### src/rtl/seg_addr_gen.sv
module seg_addr_gen #(
  parameter int SEG_W = 16,
  parameter int OFS_W = 16,
  parameter int SHIFT = 4,
  parameter int NSEG  = 4
) (
  input  logic                        clk,
  input  logic                        rst_n,
  input  logic                        wr_en,
  input  logic [$clog2(NSEG)-1:0]     wr_sel,
  input  logic [SEG_W-1:0]            wr_data,
  input  logic                        req_valid,
  input  logic [1:0]                  req_kind,
  input  logic                        ovr_en,
  input  logic [$clog2(NSEG)-1:0]     ovr_sel,
  input  logic [OFS_W-1:0]            offset,
  output logic                        pa_valid,
  output logic [SEG_W+SHIFT-1:0]      pa
);
  localparam int PA_W  = SEG_W + SHIFT;
  localparam int SEL_W = $clog2(NSEG);
  localparam logic [SEL_W-1:0] CS_I = SEL_W'(0);
  localparam logic [SEL_W-1:0] DS_I = SEL_W'(1);
  localparam logic [SEL_W-1:0] SS_I = SEL_W'(2);
  localparam logic [SEL_W-1:0] ES_I = SEL_W'(3);

  logic [SEG_W-1:0] seg_q [NSEG];
  logic [SEL_W-1:0] sel;
  logic [PA_W-1:0]  base, sum;

  always_comb begin
    case (req_kind)
      2'd0:    sel = CS_I;
      2'd2:    sel = ovr_en ? ovr_sel : SS_I;
      2'd3:    sel = ES_I;
      default: sel = ovr_en ? ovr_sel : DS_I;
    endcase
  end

  assign base = {seg_q[sel], {SHIFT{1'b0}}};
  assign sum  = base + PA_W'(offset);

  always_ff @(posedge clk) begin
    if (!rst_n) begin
      for (int i = 0; i < NSEG; i++) seg_q[i] <= '0;
    end else if (wr_en) begin
      seg_q[wr_sel] <= wr_data;
    end
  end

  always_ff @(posedge clk) begin
    if (!rst_n) begin
      pa_valid <= 1'b0;
      pa       <= '0;
    end else begin
      pa_valid <= req_valid;
      if (req_valid) pa <= sum;
    end
  end

  a_r9_valid_follows_req: assert property (@(posedge clk) disable iff (!rst_n)
    req_valid |=> pa_valid);
  a_r9_no_spurious_valid: assert property (@(posedge clk) disable iff (!rst_n)
    !req_valid |=> !pa_valid);
  a_r4_fetch_uses_code: assert property (@(posedge clk) disable iff (!rst_n)
    (req_valid && req_kind == 2'd0) |=>
      pa == PA_W'({$past(seg_q[CS_I]), {SHIFT{1'b0}}} + PA_W'($past(offset))));
  a_r7_strdst_uses_extra: assert property (@(posedge clk) disable iff (!rst_n)
    (req_valid && req_kind == 2'd3) |=>
      pa == PA_W'({$past(seg_q[ES_I]), {SHIFT{1'b0}}} + PA_W'($past(offset))));
  a_r8_write_lands: assert property (@(posedge clk) disable iff (!rst_n)
    wr_en |=> seg_q[$past(wr_sel)] == $past(wr_data));
endmodule

### config.mk
export PLATFORM = sky130hd
export DESIGN_NAME = seg_addr_gen
export DESIGN_NICKNAME = d
export VERILOG_FILES = /design/src/rtl/seg_addr_gen.sv
export SDC_FILE = /design/constraint.sdc
export NUM_CORES = 1
export LEC_CHECK = 0
export ABC_AREA = 1
export CAP_MARGIN = 10
export CELL_PAD_IN_SITES_DETAIL_PLACEMENT = 0
export CELL_PAD_IN_SITES_GLOBAL_PLACEMENT = 1
export CORE_ASPECT_RATIO = 1.75
export CORE_MARGIN = 2
export CORE_UTILIZATION = 41
export CTS_CLUSTER_SIZE = 28
export DETAILED_ROUTE_END_ITERATION = 8
export PLACE_DENSITY_LB_ADDON = 0.1
export SETUP_SLACK_MARGIN = 0.02
export SYNTH_ARGS = -nofsm -noshare
export SYNTH_HDL_FRONTEND = slang
export SYNTH_SLANG_ARGS = --single-unit
export TNS_END_PERCENT = 30
### constraint.sdc
create_clock -name clk -period 3.95 [get_ports clk]
set_input_delay 0.79 -clock clk [delete_from_list [all_inputs] [get_ports clk]]
set_output_delay 0.79 -clock clk [all_outputs]
set_load 0.005 [all_outputs]
* Yosys cells after proc, flatten, opt, wreduce, memory -nomap -nowiden *
Memories as Yosys holds them, arrays and structs flattened.
Index checks and enable logic that the tools add are counted.

word-level totals
  memories kept = 1
  input bits = 43
  RAM bits = 64
  word-level logic and storage cells = 18
  bits in registers = 21
  output and inout bits = 21

cells by class
  mux-type cells = 10
  $add $sub $neg = 1
  reduce and logical (&&, ||, !) cells = 2
  equal/unequal tests = 2

memory list
  name   words  width  read ports  clocked after memory_dff  write ports  RTL line  RTL
  seg_q  4      16     1           0                         4            27        logic [SEG_W-1:0] seg_q [NSEG];

operators with widths
  cell                                  count
  adder 20 x 16 -> 20 bit               1
  2-to-1 mux 16 bit                     1
  OR reduction 16 bit                   1
  2-to-1 mux 2 bit                      3
  one-hot mux 2 bit (3 select lines)    1
  2-to-1 mux 1 bit                      5
  == test 2 bit, second input constant  2
  zero test 2 bit                       1

* Depth between registers and ports, before layout *
Gate-level depths: netlist of run 1.

  word-level depth = 5
  depth in mapped cells = 23
  depth with buffers taken out = 21

* Worst setup path before layout of run 1 *
No wires, ideal clock.

  kind = input to register
  start = in req_kind[1]
  end = reg pa[12]
  cell stages on the path = 18
  required time = 3.835 ns
  library setup time = 0.115 ns
  path slack = 0.845 ns
  path buffers = 2
  data arrival time = 2.990 ns
  path through = inv_1 > nand2_1 > nand2_2 > nand2_4 > inv_2 > buf_6 > clkbuf_1 > o21ai_0 > o22ai_1 > ha_1 > fa_1 > nand3_1 > nand2_1 > a21boi_1 > o21ai_0 > xor2_1 > o21ai_0 > inv_1

on the way
  longest elaborated chain between the ends = 4
  elaborated cells on any way between the ends = 6
  classes of those cells = 1 x add/sub; 2 x eq/ne; 1 x mux; 1 x reduce/logical; 1 x memory

ends and longest elaborated chain
  what                                              RTL line  RTL
  from (decl)                                       13        input logic [1:0] req_kind,
  == test 2 bit or zero test 2 bit (tied branches)  32        case (req_kind)
  one-hot mux 2 bit (3 select lines) *              32
  memory (4 x 16 bit) *                             --
  adder 20 x 16 -> 20 bit *                         41        assign sum = base + PA_W'(offset);
  to (signal assigned)                              57        if (req_valid) pa <= sum;
  to (decl)                                         18        output logic [SEG_W+SHIFT-1:0] pa

Mark *: on every way between the ends. The rest lies on a longest branch, timed or not.
A chain may end at the register's enable or synchronous reset.

* Worst setup path in the final report of run 1 *
  start = in req_kind[0]
  end = reg pa[19]

Same word-level chain as after synthesis.

==> results of run 1 <==
==> sequential cells by signal, indices dropped and copies added, names as in the netlist <==
signal    cells
pa_valid      1
seg_q        64
pa           20
==> synth_stat cells, types with 5 or more instances <==
library cell	number	share of area, %
xor2_1	6	1.2
nor3_1	16	1.9
nand3_1	25	2.9
edfxtp_1	64	45
nor2_1	117	10
inv_1	52	4.5
nand2_1	62	5.4
clkbuf_1	16	1.4
nand3_2	5	1.2
o22ai_1	13	1.9
dfxtp_1	21	9.8
a21oi_1	9	1.0
ha_1	13	3.8
o21ai_0	43	5.0
==> worst max-delay path, delay by kind of cell <==
kind | cells | cell delay, ns
adders and majority gates | 1 | 0.25
and+or+nand+nor | 13 | 1.62
buffers and inverters | 3 | 0.73
AOI/OAI and AO/OA | 2 | 0.30
==> where the power goes <==
group          switching, mW  total, mW  internal, mW
Clock                  0.362      0.923         0.560
Combinational          0.270      0.482         0.212
Sequential            0.0240       1.06          1.04
==> through the flow <==
| stage | power (mW) | hold WS (ns) | setup slack, ns | cell area, µm² | util (%) |
|---|---|---|---|---|---|
| 5_1_grt | 2.58 | 0.528 | 0.185 | 5430 | 53.0 |
| 2_1_floorplan | 1.38 | 0.487 | 0.845 | 4290 | - |
| 3_5_place_dp | 1.57 | 0.489 | 0.135 | 5100 | 49.9 |
| 6_report | 2.46 | 0.505 | 0.499 | 5430 | 53.0 |
| 4_1_cts | 2.49 | 0.507 | 0.468 | 5430 | 53.0 |
| 3_3_place_gp | 1.56 | 0.475 | 0.171 | 5100 | 49.9 |
==> cell type report <==
cell class                      instances  area share [%]
Sequential cell                        85            43.2
Multi-Input combinational cell        328            30.3
Timing Repair Buffer                   78            13.9
Clock buffer                           10            4.22
Inverter                               54            3.73
Tap cell                              127            2.93
Clock inverter                          6            1.73
==> worst max-delay path by stage <==
stage	start	end	slack, ns	cells after the start
floorplan	req_kind[1]	pa[12]	0.84	18
global placement	req_kind[0]	pa[19]	0.17	19
detailed placement	req_kind[0]	pa[14]	0.14	16
CTS	req_kind[0]	pa[14]	0.47	16
global route	req_kind[1]	pa[19]	0.18	21
finish	req_kind[0]	pa[19]	0.50	19
==> per-layer routing <==
metal  GRT usage, %  part of all wire [%]  vias up
met4           7.67                   2.0        0
met3           3.63                   3.2       14
li1               -                     -     1755
met1           21.8                    39     1600
met5              0                     0        -
met2           35.5                    55       65
==> cell families (layout without fill, tap and decap cells) <==
group	Yosys count	count (layout)	synth area share, %
AOI/OAI and AO/OA	71	71	9.03
xor gates and xnor gates	8	8	1.63
adders and majority gates	14	14	4.25
buffers and inverters	74	148	7.14
DFF	85	85	54.5
and+or+nand+nor	235	235	23.4
==> impl_metrics.toml, run 1 <==
[die]
dieHeight_um = 139
start_util_pct = 41.9
fp.dieArea_um2 = 11300
rows = 49
num_io_pins = 64
die_width_um = 81.4
core_area_um2 = 10200

[worst_setup_path]
worstPathCellList = "clkdlybuf4s50_1, nor2_1, nor2_1, nor2_4, buf_4, o21ai_0, o22ai_1, ha_1, nand2_1, nor2_1, nand3_1, nand3_1, nand3_2, nand2_2, nand2_1, nand2_1, nand3_1, nand2_1, inv_1"
cpMostUsedCell = "nand2_1"
r2r_slack_ns = 1.61
cp_max_fo = 11
reg2reg_depth = 14
slowest_delay_ns = 0.48
worstPathArrival_ns = 3.69
slowest_stage = "clkdlybuf4s50_1"
endpoint_kind = "flip-flop"
r2r-end = "pa[14]"
path_class = "primary input to flip-flop"
worstSetupStartpointType = "primary input"
required_ns = 4.19
r2r_start = "seg_q[3][0]"

[clocking]
tritoncts = "done"
cts_setup_buffers = 0
cts.repair.resized = 0
numCtsBuffers = 9
cts_hold_buffers = 0
cts.sinks = 85
clock_path_buffers = 2
htreeDepth = 3
clk_pin_slew_ns = 0.07
clock_latency_ns = 0.34
cts_root_buffer = "clkbuf_16"

[min_path]
worstHoldPathCells = 2
hold_start = "pa[1]"
min_path_type = "flip-flop to flip-flop"
timing.hold.worst_endpoint = "pa[1]"

[finish]
multi_input_area_um2 = 1650
n_fill_cell = 964
layout-drive-gt1-share_pct = 8.20
area_growth_syn_to_layout_pct = 26.4
regArea_um2 = 2340
final_cell_mix = "nor2_1, edfxtp_1, clkdlybuf4s50_1"
final_common_cell = "nor2_1"
nets = 613
final_cells = 688
diodes = 0

[timing]
rsz0062_at_grt = "no"
skew_ns = 0.00739
tightest_slew_ns = 0.583
setup_violations = 0
min_period_ns = 3.45
final_hold_viol_count = 0
period_share_pct = 87.4
slew_headroom_pct = 61.0
final.setup.tns_ns = 0
max_freq_mhz = 290
slew_viol_final = 0

[yosys]
ys_dominant_reg_cell = "edfxtp_1"
synth_area_um2 = 4290
synth_edf_count = 64
synth_seq_area_share_pct = 54.5
synth_seq_cells = 85
synth_cell_type_count = 31
ys_async_sr_fraction_pct = 0
ys_warn_count = 0
synthCells = 487
avgSynthCellArea_um2 = 8.82
synthesis.nets = 544

[flow_run]
cap_violations = 0

[global_route]
grt_usage_pct = 19.6
antenna_found_initial = 0
grt_max_degree = 34
grt_pass1_vias = 3341
grt_pass1_wl_um = 16400
grt-ovfl-total = 0

[place]
place_congestion = 0.812
placed_cells = 672
io_buffers = 63
dp_hpwl_um = 7170

[routing]
routed_via_density = 4.99
drt_iter0_drc = 115
via_count = 3434
drc = 0
postRouteWirelength_um = 10400
firstDrtPassIters = 4
ant_nets = 0
wl_per_cell_um = 15.1

[pwr]
power.leakage_nw = 2.32
ir_worst_vdd_v = 0.000255
powerDensity_nw_per_um2 = 454

[outcome]
status = "finished clean"
Note: power is estimated with default switching activity, not from simulation.
==> run 2: changes to the inputs <==
--- a/config.mk
+++ b/config.mk
@@ -6,10 +6,10 @@
 export NUM_CORES = 1
 export LEC_CHECK = 0
 export ABC_AREA = 1
-export CAP_MARGIN = 10
+export CAP_MARGIN = 20
 export CELL_PAD_IN_SITES_DETAIL_PLACEMENT = 0
 export CELL_PAD_IN_SITES_GLOBAL_PLACEMENT = 1
-export CORE_ASPECT_RATIO = 1.75
+export CORE_ASPECT_RATIO = 0.75
 export CORE_MARGIN = 2
 export CORE_UTILIZATION = 41
 export CTS_CLUSTER_SIZE = 28
==> run 2 against run 1 <==
Against the previous run:
- via count about the same
- clock power down 14%
- cell area down 1.1%
- largest power group unchanged
==> impl_metrics.toml, run 2 (synthesis gave the netlist of run 1 again) <==
[pwr]
clock_power_share_pct = 33.8
intPower_mw = 1.68
ir_worst_vdd_v = 0.000249
power.total_mw = 2.34
swShare_pct = 28.3
p_seq_share_pct = 45.4
power.leakage_nw = 2.30
switching_power_mw = 0.663
powerDensity_nw_per_um2 = 436
combPwrFrac_pct = 20.8

[place]
io_buffers = 63
place_congestion = 0.830
dp_hpwl_um = 7230
dp_slack_ns = 0.164

[global_route]
grt_usage_pct = 19.7
grt_max_degree = 34
grt_pass1_wl_um = 16800
antenna_found_initial = 0
grt-ovfl-total = 0
grt_pass1_vias = 3384

[timing]
rsz0062_at_grt = "no"
tightest_slew_ns = 0.872
min_period_ns = 3.46
slew_viol_final = 0
slew_headroom_pct = 41.7
fin_ws_ns = 0.489
setup_violations = 0
period_share_pct = 87.6
max_freq_mhz = 289
final_hold_viol_count = 0
final.setup.tns_ns = 0
skew_ns = 0.00505

[finish]
final_cell_mix = "nor2_1, edfxtp_1, clkdlybuf4s50_1"
layout-drive-gt1-share_pct = 8.21
area_growth_syn_to_layout_pct = 25.1
top_regs = "seg_q: 64 flops, pa: 20 flops, pa_valid: 1 flops"
largest_reg_flops = 64
nets = 612
top_register = "seg_q"
diodes = 0
final_common_cell = "nor2_1"
n_fill_cell = 1000
utilization_pct = 52.4

[worst_setup_path]
worstPathArrival_ns = 3.70
worstSetupStartpointType = "primary input"
slowest_stage = "clkdlybuf4s50_1"
cp_max_fo = 17
endpoint_kind = "flip-flop"
slowest_delay_ns = 0.51
cpMostUsedCell = "nand3_1"
required_ns = 4.19
path_class = "primary input to flip-flop"
worstPathCellList = "clkdlybuf4s50_1, inv_1, nand2_1, nand2_2, nand2_4, buf_4, nor2_1, o22ai_1, ha_1, fa_1, nand3_1, nand2_1, a21boi_1, o21ai_0, nand3_1, nand3_1, nand3_1, nand2_1, inv_1"

[routing]
wl_per_cell_um = 15.0
drc = 0
via_count = 3432
routed_via_density = 4.93
drt_iter0_drc = 235
ant_nets = 0
postRouteWirelength_um = 10500
firstDrtPassIters = 5

[clocking]
htreeDepth = 3
cts_root_buffer = "clkbuf_16"
clock_path_buffers = 2
cts.sinks = 85
cts.repair.resized = 0
clock_latency_ns = 0.34
cts_setup_buffers = 0
clk_pin_slew_ns = 0.07
numCtsBuffers = 9
cts_hold_buffers = 0
tritoncts = "done"

[outcome]
status = "finished clean"

[die]
fp.dieArea_um2 = 11300
num_io_pins = 64
core_area_um2 = 10200
rows = 32
dieHeight_um = 92.6
die_width_um = 122
start_util_pct = 41.9

[min_path]
min_path_type = "flip-flop to flip-flop"

[flow_run]
cap_violations = 0
[run 2: cell type report]
type                       count  area, µm²  area share [%]
inverter                      54        203            3.77
timing repair buffer          77        736            13.7
clock inverter                 7       48.8           0.909
tap                          136        170            3.17
multi-input combinational    328       1650            30.6
sequential                    85       2340            43.6
clock buffer                   9        225            4.19
[run 2: metal layers]
metal  share of wire, %  track usage, %  wire length, µm  vias up
li1                   -               -                -     1755
met1                 50            28.6             5230     1576
met5                  0               0                0        -
met3                5.9            4.62              617       12
met2                 43            29.4             4480       89
met4                1.3            5.75              140        0
[run 2: critical path: cells and delay by family]
kind	cells	cell delay (ns)
compound gates	3	0.58
buf+inv	4	0.86
simple gates	10	1.00
fa+ha+maj	2	0.45
[run 2: final timing paths]
kind / cells after the start / to / startpoint / slack, ns
max: 19 / pa[14] / req_kind[1] / 0.49
min reg2reg: 2 / pa[1] / pa[1] / 0.51
max reg2reg: 11 / pa[12] / seg_q[3][0] / 1.58
min: 2 / pa[1] / pa[1] / 0.51
[run 2: power by group through the flow]
| stage | registers [mW] | logic [mW] | clock network (mW) |
|---|---|---|---|
| 2_1_floorplan | 1.08 | 0.300 | 0 |
| 3_3_place_gp | 1.08 | 0.484 | 0 |
| 3_5_place_dp | 1.08 | 0.486 | 0 |
| 4_1_cts | 1.06 | 0.490 | 0.807 |
| 5_1_grt | 1.07 | 0.550 | 0.851 |
| 6_report | 1.06 | 0.486 | 0.790 |
[run 2: through the flow]
stage	cell area [µm²]	instances	hold slack (ns)
after floorplan	4290	487	0.487
after global placement	5100	680	0.480
after detailed placement	5100	680	0.485
after CTS	5370	696	0.509
after global routing	5370	696	0.544
final	5370	696	0.506
==> run 3: changes to the inputs <==
--- a/config.mk
+++ b/config.mk
@@ -15,6 +15,7 @@
 export CTS_CLUSTER_SIZE = 28
 export DETAILED_ROUTE_END_ITERATION = 8
 export PLACE_DENSITY_LB_ADDON = 0.1
+export RECOVER_POWER = 50
 export SETUP_SLACK_MARGIN = 0.02
 export SYNTH_ARGS = -nofsm -noshare
 export SYNTH_HDL_FRONTEND = slang
==> run 3 against run 2 <==
Against the previous run:
- the flow now finishes with violations (capacitance limit, slew limit)
- cell area shrank 0.21%
- critical path type unchanged
- cell count is the same
- clock skew is essentially flat
- critical endpoint unchanged
- setup slack lost 0.0019 ns
- clock power is essentially flat
- combinational power shrank 1%
- register-to-register slack is essentially flat
- die area is the same
- non-clock buffer count is the same
- count of clock-buffer cells in the layout is the same
- largest power group unchanged
- wire length grew 0.16%
==> impl_metrics.toml, run 3 (synthesis gave the netlist of run 1 again) <==
[outcome]
status = "finished, violations left"
violations = "capacitance limit, slew limit"

[finish]
nets = 612
regArea_um2 = 2340
multi_input_area_um2 = 1650
layout-drive-gt1-share_pct = 7.68
area_growth_syn_to_layout_pct = 24.8
top_register = "seg_q"
final_common_cell = "nor2_1"
top_regs = "seg_q: 64 flops, pa: 20 flops, pa_valid: 1 flops"
utilization_pct = 52.3
largest_reg_flops = 64
design_area_um2 = 5360
final_cell_mix = "nor2_1, edfxtp_1, nand2_1"
n_fill_cell = 1001
diodes = 0

[worst_setup_path]
slowest_delay_ns = 0.51
r2r_slack_ns = 1.57
worstPathArrival_ns = 3.71
slowest_stage = "clkdlybuf4s50_1"
path_class = "primary input to flip-flop"
endpoint_kind = "flip-flop"
cpMostUsedCell = "nand3_1"
cp_max_fo = 17
worstPathCellList = "clkdlybuf4s50_1, inv_1, nand2_1, nand2_2, nand2_4, buf_4, nor2_1, o22ai_1, ha_1, fa_1, nand3_1, nand2_1, a21boi_1, o21ai_0, nand3_1, nand3_1, nand3_1, nand2_1, inv_1"
reg2reg_depth = 11
required_ns = 4.19
worstSetupStartpointType = "primary input"
r2r-end = "pa[12]"
r2r_start = "seg_q[3][0]"

[timing]
skew_ns = 0.00549
slew_headroom_pct = -6.69
final.setup.tns_ns = 0
max_freq_mhz = 289
rsz0062_at_grt = "no"
min_period_ns = 3.46
period_share_pct = 87.7
slew_viol_final = 34
setup_violations = 0
tightest_slew_ns = 1.60
fin_ws_ns = 0.487
final_hold_viol_count = 0

[clocking]
htreeDepth = 3
cts_hold_buffers = 0
cts_setup_buffers = 0
numCtsBuffers = 9
cts.repair.resized = 0
tritoncts = "done"
clock_latency_ns = 0.34
cts_root_buffer = "clkbuf_16"
cts.sinks = 85
clock_path_buffers = 2
clk_pin_slew_ns = 0.06

[min_path]
worstHoldPathCells = 2
timing.hold.worst_endpoint = "pa[2]"
hold_start = "pa[2]"
min_path_type = "flip-flop to flip-flop"

[place]
dp_hpwl_um = 7230
place_congestion = 0.830
io_buffers = 63
placed_area_um2 = 5100
dp_slack_ns = 0.164

[pwr]
swShare_pct = 28.5
ir_worst_vdd_v = 0.000251
clock_power_share_pct = 34.0
p_seq_share_pct = 45.5
powerDensity_nw_per_um2 = 435
power.leakage_nw = 2.32
switching_power_mw = 0.664
combPwrFrac_pct = 20.5
intPower_mw = 1.67
power.total_mw = 2.33

[routing]
drt_iter0_drc = 227
ant_nets = 0
firstDrtPassIters = 4
via_count = 3438
drc = 0
routed_via_density = 4.94
wl_per_cell_um = 15.1
postRouteWirelength_um = 10500

[global_route]
grt-ovfl-total = 0
grt_max_degree = 34
antenna_found_initial = 0
grt_pass1_wl_um = 16800
grt_usage_pct = 19.7
grt_pass1_vias = 3384

[die]
dieHeight_um = 92.6
die_width_um = 122
fp.dieArea_um2 = 11300
rows = 32
core_area_um2 = 10200
start_util_pct = 41.9
num_io_pins = 64

[flow_run]
cap_violations = 1
==> run 3: how the worst max path moves through the flow <==
stage	startpoint	cells past startpoint	endpoint
6_report	req_kind[1]	19	pa[14]
5_1_grt	req_kind[1]	20	pa[14]
4_1_cts	req_kind[1]	19	pa[14]
3_5_place_dp	req_kind[1]	19	pa[14]
3_3_place_gp	req_kind[0]	21	pa[19]
2_1_floorplan	req_kind[1]	18	pa[12]
==> run 3: power by group through the flow <==
stage	sequential [mW]	combinational (mW)	clock [mW]
finish	1.06	0.479	0.792
global route	1.07	0.542	0.851
CTS	1.06	0.490	0.807
detailed placement	1.08	0.486	0
global placement	1.08	0.484	0
floorplan	1.08	0.300	0
==> run 3: metal layers <==
layer	vias to the layer above	track usage [%]	wire [µm]
li1	1754	-	-
met1	1578	28.6	5240
met2	94	29.4	4430
met3	12	4.62	664
met4	0	5.75	140
met5	-	0	0
==> run 3: layout make-up <==
cell class	instances	share of cell area (%)
clock buffers	9	4.20
multi-input cells	328	30.7
inverters	54	3.78
well taps	136	3.18
repair buffers	77	13.5
flip-flops and latches	85	43.7
clock inverters	7	0.911
==> run 3: through the flow <==
stage | hold slack, ns | instances
floorplan | 0.487 | 487
global placement | 0.480 | 680
detailed placement | 0.485 | 680
CTS | 0.509 | 696
global route | 0.541 | 696
finish | 0.503 | 696
==> run 3: worst max-delay path: cells and delay by family <==
family	cells	cell delay (ns)
compound gates	3	0.58
buf+inv	4	0.86
simple gates	10	1.00
fa+ha+maj	2	0.46
